[src/rtl/psr_pkg.sv]
package psr_pkg;
  localparam int NFLAG  = 6;
  localparam int F_SYNC = 0;
  localparam int F_BATT = 1;
  localparam int F_MIN  = 2;
  localparam int F_FEND = 3;
  localparam int F_AEND = 4;
  localparam int F_OVF  = 5;
  typedef logic [NFLAG-1:0] flag_vec_t;
endpackage

[src/rtl/psr_sync_tracker.sv]
module psr_sync_tracker (
  input  logic clk,
  input  logic rst_n,
  input  logic dec_en,
  input  logic sync_state,
  input  logic win_expire,
  output logic upd
);
  logic first_done_q;
  logic prev_q;
  logic rose;
  logic changed;

  always_comb begin
    changed = sync_state ^ prev_q;
    rose    = sync_state & ~prev_q;
    if (!dec_en)
      upd = 1'b0;
    else if (first_done_q)
      upd = changed;
    else
      upd = rose | (win_expire & ~sync_state);
  end

  always_ff @(posedge clk) begin
    if (!rst_n) begin
      first_done_q <= 1'b0;
      prev_q       <= 1'b0;
    end else begin
      prev_q <= sync_state;
      if (!dec_en)
        first_done_q <= 1'b0;
      else if (upd)
        first_done_q <= 1'b1;
    end
  end
endmodule

[src/rtl/psr_batt_tracker.sv]
module psr_batt_tracker (
  input  logic clk,
  input  logic rst_n,
  input  logic dec_en,
  input  logic sample_stb,
  input  logic batt_pin,
  output logic upd
);
  logic have_q;
  logic last_q;

  always_comb begin
    upd = dec_en & sample_stb & have_q & (batt_pin ^ last_q);
  end

  always_ff @(posedge clk) begin
    if (!rst_n) begin
      have_q <= 1'b0;
      last_q <= 1'b0;
    end else if (!dec_en) begin
      have_q <= 1'b0;
    end else if (sample_stb) begin
      have_q <= 1'b1;
      last_q <= batt_pin;
    end
  end
endmodule

[src/rtl/psr_frame_events.sv]
module psr_frame_events #(
  parameter int N_TMP = 4,
  parameter int CYC_W = 4
) (
  input  logic             clk,
  input  logic             rst_n,
  input  logic             frame_end,
  input  logic             afm_cnt_nz,
  input  logic [N_TMP-1:0] tmp_cnt_nz,
  input  logic             force_all,
  input  logic             addr_hit,
  input  logic             last_addr_done,
  input  logic             ea_enable,
  input  logic             blk0_end,
  input  logic [CYC_W-1:0] cycle_in,
  output logic             fend_evt,
  output logic             aend_evt,
  output logic [CYC_W-1:0] cycle_num
);
  logic all_frames;
  logic seen_q;

  always_comb begin
    all_frames = afm_cnt_nz | (|tmp_cnt_nz) | force_all;
    fend_evt   = frame_end & all_frames;
    aend_evt   = last_addr_done & ea_enable & (seen_q | addr_hit);
  end

  always_ff @(posedge clk) begin
    if (!rst_n) begin
      seen_q    <= 1'b0;
      cycle_num <= '0;
    end else begin
      if (frame_end || last_addr_done)
        seen_q <= 1'b0;
      else if (addr_hit)
        seen_q <= 1'b1;
      if (blk0_end)
        cycle_num <= cycle_in;
    end
  end
endmodule

[src/rtl/psr_flag_bank.sv]
module psr_flag_bank #(
  parameter int W = 6
) (
  input  logic         clk,
  input  logic         rst_n,
  input  logic [W-1:0] set_vec,
  input  logic         clr,
  output logic [W-1:0] flags
);
  for (genvar i = 0; i < W; i++) begin : g_bit
    always_ff @(posedge clk) begin
      if (!rst_n)
        flags[i] <= 1'b0;
      else
        flags[i] <= set_vec[i] | (flags[i] & ~clr);
    end
  end
endmodule

[src/rtl/pager_status_events.sv]
module pager_status_events
  import psr_pkg::*;
#(
  parameter int N_TMP = 4,
  parameter int CYC_W = 4
) (
  input  logic             clk,
  input  logic             rst_n,
  input  logic             dec_en,
  input  logic             sync_state,
  input  logic             win_expire,
  input  logic             batt_sample,
  input  logic             batt_pin,
  input  logic             minute_tick,
  input  logic             frame_end,
  input  logic             afm_cnt_nz,
  input  logic [N_TMP-1:0] tmp_cnt_nz,
  input  logic             force_all,
  input  logic             addr_hit,
  input  logic             last_addr_done,
  input  logic             ea_enable,
  input  logic             blk0_end,
  input  logic [CYC_W-1:0] cycle_in,
  input  logic             fifo_overflow,
  input  logic             txq_nonempty,
  input  logic             stat_ready,
  output logic             stat_valid,
  output logic [NFLAG-1:0] stat_flags,
  output logic [CYC_W-1:0] cycle_num,
  output logic             fifo_flush,
  output logic             dec_force_off
);
  logic      sync_upd;
  logic      batt_upd;
  logic      fend_evt;
  logic      aend_evt;
  logic      ovf_q;
  logic      xfer;
  flag_vec_t set_vec;

  psr_sync_tracker u_sync (
    .clk        (clk),
    .rst_n      (rst_n),
    .dec_en     (dec_en),
    .sync_state (sync_state),
    .win_expire (win_expire),
    .upd        (sync_upd)
  );

  psr_batt_tracker u_batt (
    .clk        (clk),
    .rst_n      (rst_n),
    .dec_en     (dec_en),
    .sample_stb (batt_sample),
    .batt_pin   (batt_pin),
    .upd        (batt_upd)
  );

  psr_frame_events #(.N_TMP(N_TMP), .CYC_W(CYC_W)) u_frame (
    .clk            (clk),
    .rst_n          (rst_n),
    .frame_end      (frame_end),
    .afm_cnt_nz     (afm_cnt_nz),
    .tmp_cnt_nz     (tmp_cnt_nz),
    .force_all      (force_all),
    .addr_hit       (addr_hit),
    .last_addr_done (last_addr_done),
    .ea_enable      (ea_enable),
    .blk0_end       (blk0_end),
    .cycle_in       (cycle_in),
    .fend_evt       (fend_evt),
    .aend_evt       (aend_evt),
    .cycle_num      (cycle_num)
  );

  always_comb begin
    set_vec         = '0;
    set_vec[F_SYNC] = sync_upd;
    set_vec[F_BATT] = batt_upd;
    set_vec[F_MIN]  = minute_tick;
    set_vec[F_FEND] = fend_evt;
    set_vec[F_AEND] = aend_evt;
    set_vec[F_OVF]  = fifo_overflow;
    stat_valid      = (|stat_flags) & ~txq_nonempty;
    xfer            = stat_valid & stat_ready;
  end

  psr_flag_bank #(.W(NFLAG)) u_flags (
    .clk     (clk),
    .rst_n   (rst_n),
    .set_vec (set_vec),
    .clr     (xfer),
    .flags   (stat_flags)
  );

  // Overflow recovery: one-cycle flush and enable knock-out after the event.
  always_ff @(posedge clk) begin
    if (!rst_n)
      ovf_q <= 1'b0;
    else
      ovf_q <= fifo_overflow;
  end

  assign fifo_flush    = ovf_q;
  assign dec_force_off = ovf_q;
endmodule

[config.mk]
export PLATFORM = sky130hd
export DESIGN_NAME = pager_status_events
export DESIGN_NICKNAME = d
export VERILOG_FILES = /design/src/rtl/psr_pkg.sv /design/src/rtl/psr_sync_tracker.sv /design/src/rtl/psr_batt_tracker.sv /design/src/rtl/psr_frame_events.sv /design/src/rtl/psr_flag_bank.sv /design/src/rtl/pager_status_events.sv
export SDC_FILE = /design/constraint.sdc
export NUM_CORES = 1
export LEC_CHECK = 0
export BUFFER_PORTS_ARGS = -buffer_cell sky130_fd_sc_hd__buf_4
export CORE_ASPECT_RATIO = 1.75
export CORE_MARGIN = 2
export CORE_UTILIZATION = 25
export CTS_BUF_LIST = sky130_fd_sc_hd__clkbuf_16
export CTS_CLUSTER_SIZE = 24
export DETAILED_ROUTE_END_ITERATION = 10
export PLACE_DENSITY_LB_ADDON = 0.12
export SLEW_MARGIN = 20
export SYNTH_ARGS = -nofsm -noshare
export SYNTH_HDL_FRONTEND = slang
export SYNTH_SLANG_ARGS = --single-unit
[constraint.sdc]
create_clock -name clk -period 1.55 [get_ports clk]
set_clock_uncertainty 0.15 [all_clocks]
set_input_delay 0 -clock clk [delete_from_list [all_inputs] [get_ports clk]]
set_output_delay 0 -clock clk [all_outputs]
set_load 0.1 [all_outputs]
# --- Word-level counts from Yosys, hierarchy flattened ---
# Index checks and enable logic that the tools add are counted.
totals:
  reg_bits: 16
  input_bits: 26
  output_inout_bits: 13
  word_cells: 54
op_classes:
  n_mux: 2
  n_bitwise: 33
  n_reduce_logical: 6
op_table:
  columns: ["operator", "n"]
  rows:
  - ["AND 1 bit", 16]
  - ["OR 1 bit", 10]
  - ["OR reduction 6 bit", 1]
  - ["inverter 1 bit", 5]
  - ["AND reduction 2 bit", 2]
  - ["OR reduction 4 bit", 1]
  - ["two-way mux 1 bit", 2]
  - ["OR reduction 2 bit", 1]
  - ["bitwise XOR 1 bit", 2]
  - ["logical OR 1 bit", 1]

# --- Longest topological paths before layout ---
# Gate-level depths: netlist of run 1.
depth:
  depth_word: 6
  depth_mapped: 3
  depth_no_buf: 3

# --- By module ---
# A second synthesis of run 1 with hierarchy kept.
hier_totals:
  hier_cells: 64
  hier_area_um2: 664.4
modules_own_cells:
  columns: ["mod", "instances", "cells_per_inst", "area_per_inst_um2", "seq_area_each_um2"]
  rows:
  - ["psr_frame_events", 1, 20, 205.2, 100.1]
  - ["psr_flag_bank", 1, 18, 202.7, 120.1]
  - ["psr_sync_tracker", 1, 9, 97.6, 40.0]
  - ["psr_batt_tracker", 1, 9, 92.6, 40.0]
  - ["pager_status_events", 1, 8, 66.3, 20.0]

# --- Worst setup path after synthesis of run 1 ---
# No wires, ideal clock.
synth_path:
  kind: "flip-flop to output port"
  startpoint: "register u_flags.flags[1]"
  endpoint: "output stat_valid"
  t_arrival_ns: 2.626
  required_ns: 1.400
  setup_slack_ns: -1.226
  path_stages_with_launch: 3
  path_buffers: 0
  path_cell_list: "dfxtp_1 > nor4_1 > a21oi_1"
synth_via:
  elab_chain_cells: 2
synth_rtl:
  columns: ["element", "line", "rtl"]
  rows:
  - ["start, declared", "psr_flag_bank.sv:8", "output logic [W-1:0] flags"]
  - ["start signal, assigned by index", "psr_flag_bank.sv:15", "flags[i] <= set_vec[i] | (flags[i] & ~clr);"]
  - ["OR reduction 6 bit", "pager_status_events.sv:84", "stat_valid = (|stat_flags) & ~txq_nonempty;"]
  - ["AND 1 bit", "pager_status_events.sv:84", null]
  - ["end, declared", "pager_status_events.sv:27", "output logic stat_valid,"]
# No other way between the ends.

# --- Final worst setup path of run 1 ---
layout_path:
  startpoint: "input tmp_cnt_nz[1]"
  endpoint: "register u_flags.flags[3]"
layout_via:
  elab_chain_cells: 5
layout_rtl:
  columns: ["element", "line", "rtl"]
  rows:
  - ["start, declared", "pager_status_events.sv:17", "input logic [N_TMP-1:0] tmp_cnt_nz,"]
  - ["OR reduction 4 bit", "psr_frame_events.sv:24", "all_frames = afm_cnt_nz | (|tmp_cnt_nz) | force_all;"]
  - ["OR 1 bit (2 in a row)", "psr_frame_events.sv:24", null]
  - ["AND 1 bit", "psr_frame_events.sv:25", "fend_evt = frame_end & all_frames;"]
  - ["OR 1 bit", "psr_flag_bank.sv:15", null]
# No other way between the ends.
# A chain may end at the register's enable or synchronous reset.

==> results.yml, run 1 <==
worst_setup_path:
  required_ns: 1.53
  critPathArrivalTime_ns: 1.47
  start_kind: "input port"
  crit_path_end_kind: "flop"
  cp_max_fo: 1
  critical_path_class: "in2reg"
power:
  p_int_uw: 925
  power.density_nw_per_um2: 981
  p_sw_uw: 389
  comb_power_share_pct: 28.0
  ir_drop_v: 0.000561
  clkPwrFrac_pct: 37.7
  seq_power_share_pct: 34.3
  p_sw_share_pct: 29.6
  total_power_mw: 1.31
  leakagePower_nw: 0.593
logic_synthesis:
  synthesis.area_um2: 613
  seq_area_frac_synth_pct: 52.2
  postSynthCellCount: 65
  yosys_warnings: 0
  avgSynthCellArea_um2: 9.43
  synth_nets: 91
  ys_types: 22
  ys_ff_latch: 16
global_routing:
  grt_pass1_wl_mm: 2.81
  antenna_found_initial: 0
  overflow: 0
  grt_usage_pct: 12.4
  grt_max_degree: 18
  grt_pass1_vias: 748
cells_and_area:
  design_area_um2: 1340
  area_growth_pct: 119
  stdcell_count: 159
  utilization_pct: 58.2
  nets: 161
  nFillCells: 216
  n_antenna_cell: 0
  final_layout_size_suffix_gt1_share_pct: 38.8
hold_path:
  min_path_type: "in2reg"
timing:
  max_freq_ghz: 0.671
  drv_slew: 0
  whs_ns: 0.0258
  hold_viol: 0
  rsz0062_at_grt: "false"
  slew_headroom_pct: 78.2
  setup_viol: 0
  finalCritPeriodShare_pct: 96.2
  min_period_ns: 1.49
  worst_slack_ns: 0.0589
  tns_ns: 0
  worst_slew_pin_slew_ns: 0.324
route:
  viasPerCell: 4.53
  wl_per_cell_um: 10.7
  drc_errors: 0
  drt_iter0_markers: 11
  postRouteAntennaNets: 0
  drt-pass1-iter-count: 4
  routed_wirelength_mm: 1.70
  via_count: 720
clock_network:
  cts_root_buf: "clkbuf_16"
  cts_tree: "built"
  cts_buffers: 3
  clock_latency_ns: 0.24
  clkSlewWorstSetupHoldPaths_ns: 0.05
  cts-htree-levels: 1
  numClockSinks: 16
  clockBufferDepth: 2
die:
  die-area_um2: 2880
  fp.dieH_um: 69.5
  core_um2: 2300
  initial_utilization_pct: 26.6
  io_pins: 39
  die_x_um: 41.4
  rows: 23
outcome:
  status: "completed"
place:
  port-buffer-count: 38
  dpl_cell_area_um2: 941
  dp_cells: 125
  place_congestion: 0.693
  hpwl_mm: 1.13
  pre_cts_slack_ns: 0.274
run:
  max-cap-violations: 0
==> worst max-delay path, stage by stage <==
cell	delay [ns]
dlygate4sd3_1	0.53
buf_4	0.13
or4_4	0.51
o311ai_1	0.23
nand2_1	0.07
==> power by group through the flow <==
stage,clock [mW],combinational (mW),sequential [mW]
finish,0.495,0.368,0.451
floorplan,0,0.0818,0.584
global route,0.528,0.387,0.454
detailed placement,0,0.305,0.458
global placement,0,0.303,0.457
CTS,0.515,0.365,0.450
==> state kept, by name, indices dropped and copies added (netlist names) <==
signal,flops
u_frame.seen_q,1
u_batt.last_q,1
u_frame.cycle_num,4
u_flags.flags,6
u_sync.first_done_q,1
u_sync.prev_q,1
dec_force_off,1
u_batt.have_q,1
==> layout make-up <==
class                           instances  area [um2]  area share (%)
Timing Repair Buffer                   68         589            44.0
Sequential cell                        16         335            25.0
Multi-Input combinational cell         45         302            22.5
Clock buffer                            3        75.1            5.60
Tap cell                               25        31.3            2.33
Clock inverter                          1        3.75           0.280
Inverter                                1        3.75           0.280
==> placed cells by master, fill, tap and decap left out, drive strengths merged <==
master       synthesis  final
buf                  1     38
dlygate4sd3          0     30
dfxtp               16     16
nand2                6      6
nor2b                6      6
nor2                 4      4
nand3                4      4
mux2i                4      4
o21ai                4      4
a21oi                4      4
clkbuf               2      3
a21boi               2      2
and2                 2      2
nor4                 1      1
inv                  1      1
nand2b               1      1
nand4                1      1
xnor2                1      1
nor4b                1      1
mux2                 1      1
o211ai               1      1
or4                  1      1
o311ai               1      1
clkinv               0      1
==> synth_stat cells <==
master / n / area [um2]
a21boi_0: 2 / 15.0
a21oi_1: 4 / 20.0
and2_1: 2 / 12.5
buf_4: 1 / 7.51
clkbuf_1: 2 / 7.51
dfxtp_1: 16 / 320
inv_1: 1 / 3.75
mux2_2: 1 / 11.3
mux2i_1: 4 / 40.0
nand2_1: 6 / 22.5
nand2b_1: 1 / 6.26
nand3_1: 4 / 20.0
nand4_1: 1 / 6.26
nor2_1: 4 / 15.0
nor2b_1: 6 / 37.5
nor4_1: 1 / 6.26
nor4b_1: 1 / 8.76
o211ai_1: 1 / 7.51
o21ai_0: 4 / 20.0
o311ai_1: 1 / 8.76
or4_1: 1 / 7.51
xnor2_1: 1 / 8.76
==> cells by family after synthesis <==
| kind of cell | count (synthesis) | synth area share (%) |
|---|---|---|
| AOI/OAI and AO/OA | 12 | 11.6 |
| xor gates and xnor gates | 1 | 1.43 |
| buffers and inverters | 4 | 3.06 |
| DFF | 16 | 52.2 |
| muxes | 5 | 8.37 |
| and+or+nand+nor | 27 | 23.3 |
==> path summary, 6_finish.rpt <==
| path | slack [ns] | startpoint | depth (start not counted) | to |
|---|---|---|---|---|
| max | 0.06 | tmp_cnt_nz[1] | 5 | u_flags.flags[3] |
| min | 0.03 | stat_ready | 4 | u_flags.flags[3] |
| max reg2reg | 0.20 | u_frame.seen_q | 3 | u_frame.seen_q |
| min reg2reg | 0.31 | u_sync.first_done_q | 2 | u_sync.first_done_q |
==> timing repair <==
item                       CTS  global route
gates resized for setup      0             5
hold buffers                30             0
setup endpoints to repair    0             4
setup buffers                0             0
hold endpoints to repair    16             0
==> routing by layer <==
metal  share of wire [%]  GRT usage [%]  wire, um  up-vias
li1                    -              -         -      362
met1                  36           11.8       605      326
met2                  57           23.1       961       27
met3                 5.4           2.34        91        5
met4                 2.4           7.53        41        0
met5                   0              0         0        -
Note: power is estimated with default switching activity, not from simulation.
==> run 2: changes to the inputs <==
--- a/config.mk
+++ b/config.mk
@@ -7,7 +7,6 @@
 export LEC_CHECK = 0
 export BUFFER_PORTS_ARGS = -buffer_cell sky130_fd_sc_hd__buf_4
-export CORE_ASPECT_RATIO = 1.75
 export CORE_MARGIN = 2
-export CORE_UTILIZATION = 25
+export CORE_UTILIZATION = 39
 export CTS_BUF_LIST = sky130_fd_sc_hd__clkbuf_16
 export CTS_CLUSTER_SIZE = 24
--- a/constraint.sdc
+++ b/constraint.sdc
@@ -3,3 +3,3 @@
 set_input_delay 0 -clock clk [delete_from_list [all_inputs] [get_ports clk]]
 set_output_delay 0 -clock clk [all_outputs]
-set_load 0.1 [all_outputs]
+set_load 0.01 [all_outputs]
==> run 2 against run 1 <==
Against the previous run: first-iteration DRC count increased by 45%; routed wire length increased by 36%; sequential power about the same.
==> results.yml, run 2 (synthesized netlist as in run 1, its figures left out) <==
outcome:
  status: "completed"
die:
  core_um2: 1490
  fp.dieH_um: 43.7
  rows: 14
  io_pins: 39
  initial_utilization_pct: 41.2
  die-area_um2: 1910
  die_x_um: 43.7
timing:
  slew_headroom_pct: 83.4
  rsz0062_at_grt: "false"
  hold_viol: 0
  whs_ns: 0.0671
  worst_slew_pin_slew_ns: 0.249
  min_period_ns: 1.53
  tns_ns: 0
  drv_slew: 0
  finalCritPeriodShare_pct: 98.4
  setup_viol: 0
  max_freq_ghz: 0.655
cells_and_area:
  nFillCells: 69
  largestRegisters: "u_flags.flags (6), u_frame.cycle_num (4)"
  largest_register_ffs: 6
  utilization_pct: 89.3
  layout_common_cells: "38 x buf_4, 28 x dlygate4sd3_1, 16 x dfxtp_1, 6 x nor2b_1, 5 x nand2_1"
  layout_commonest_cell: "buf_4"
  area_growth_pct: 117
  design_area_um2: 1330
  nets: 162
  regMostFlops: "u_flags.flags"
  n_antenna_cell: 0
  final_layout_size_suffix_gt1_share_pct: 34.1
global_routing:
  grt_usage_pct: 25.2
  grt_max_degree: 18
  grt_pass1_vias: 841
  antenna_found_initial: 0
  overflow: 0
  grt_pass1_wl_mm: 3.46
route:
  drt-pass1-iter-count: 4
  routed_wirelength_mm: 2.32
  via_count: 795
  drc_errors: 0
  wl_per_cell_um: 15.3
  drt_iter0_markers: 16
  postRouteAntennaNets: 0
  viasPerCell: 5.26
worst_setup_path:
  required_ns: 1.51
  critical_path_class: "in2reg"
  crit_path_end_kind: "flop"
  start_kind: "input port"
  cp_max_fo: 1
  critPathArrivalTime_ns: 1.49
clock_network:
  numClockSinks: 16
  post_cts_buffers: 0
  cts_buffers: 3
  cts_tree: "built"
  cts_root_buf: "clkbuf_16"
  clkSlewWorstSetupHoldPaths_ns: 0.05
  clock_latency_ns: 0.24
  clockBufferDepth: 2
  cts-htree-levels: 1
power:
  total_power_mw: 1.19
  leakagePower_nw: 0.618
  power.density_nw_per_um2: 893
  ir_drop_v: 0.000852
place:
  dpl_cell_area_um2: 903
  hpwl_mm: 1.06
  place_congestion: 0.729
  port-buffer-count: 38
run:
  max-cap-violations: 0
hold_path:
  min_path_type: "in2reg"
## run 2: changes by cell type in the layout (fill, tap and decap cells not counted), moves of 2 or more
cell            before  now
dfxtp_1             10   16
dfxtp_2              3    0
dfxtp_4              3    0
dlygate4sd3_1       30   28
dlymetal6s4s_1       0    3
## run 2: final timing paths
kind | from | endpoint | slack [ns] | depth (start not counted)
hold / removal | stat_ready | u_flags.flags[4] | 0.07 | 4
hold reg to reg | u_sync.first_done_q | u_sync.first_done_q | 0.33 | 2
setup reg to reg | u_frame.seen_q | u_flags.flags[4] | 0.16 | 3
setup / recovery | tmp_cnt_nz[1] | u_flags.flags[3] | 0.02 | 5
## run 2: stage by stage
stage / std cells / setup WS, ns
floorplan: 65 / 0.466
global placement: 116 / 0.371
detailed placement: 116 / 0.341
CTS: 151 / 0.0274
global route: 151 / 0.00970
finish: 151 / 0.0241
## run 2: critical path, cell delays in order
cell and delay, ns:
dlygate4sd3_1 0.54, buf_4 0.13, or4_4 0.42, o311ai_4 0.27
nand2_1 0.12
## run 2: final cells by class
type                       instances  area [um2]  area share [%]
sequential                        16         320            24.1
clock buffer                       3        75.1            5.64
inverter                           1        3.75           0.282
tap                               16        20.0            1.51
clock inverter                     1        3.75           0.282
multi-input combinational         45         304            22.9
timing repair buffer              69         603            45.3
## run 2: report_power, final
| group | internal, mW | switching, mW | total [mW] |
|---|---|---|---|
| logic | 0.149 | 0.0872 | 0.236 |
| clock network | 0.342 | 0.158 | 0.500 |
| registers | 0.436 | 0.0154 | 0.452 |
| total | 0.927 | 0.261 | 1.19 |
## run 2: repair_timing
action	CTS	global route
hold buffers	31	0
gates resized for setup	0	8
endpoints found under the setup margin	0	2
endpoints found under the hold margin	16	0
## run 2: layer usage
layer / vias up / track usage (%) / wire [um]
met5: - / 0 / 0
met4: 0 / 7.27 / 57
met3: 6 / 6.67 / 143
met2: 39 / 54.1 / 1330
met1: 386 / 21.1 / 787
li1: 364 / - / -
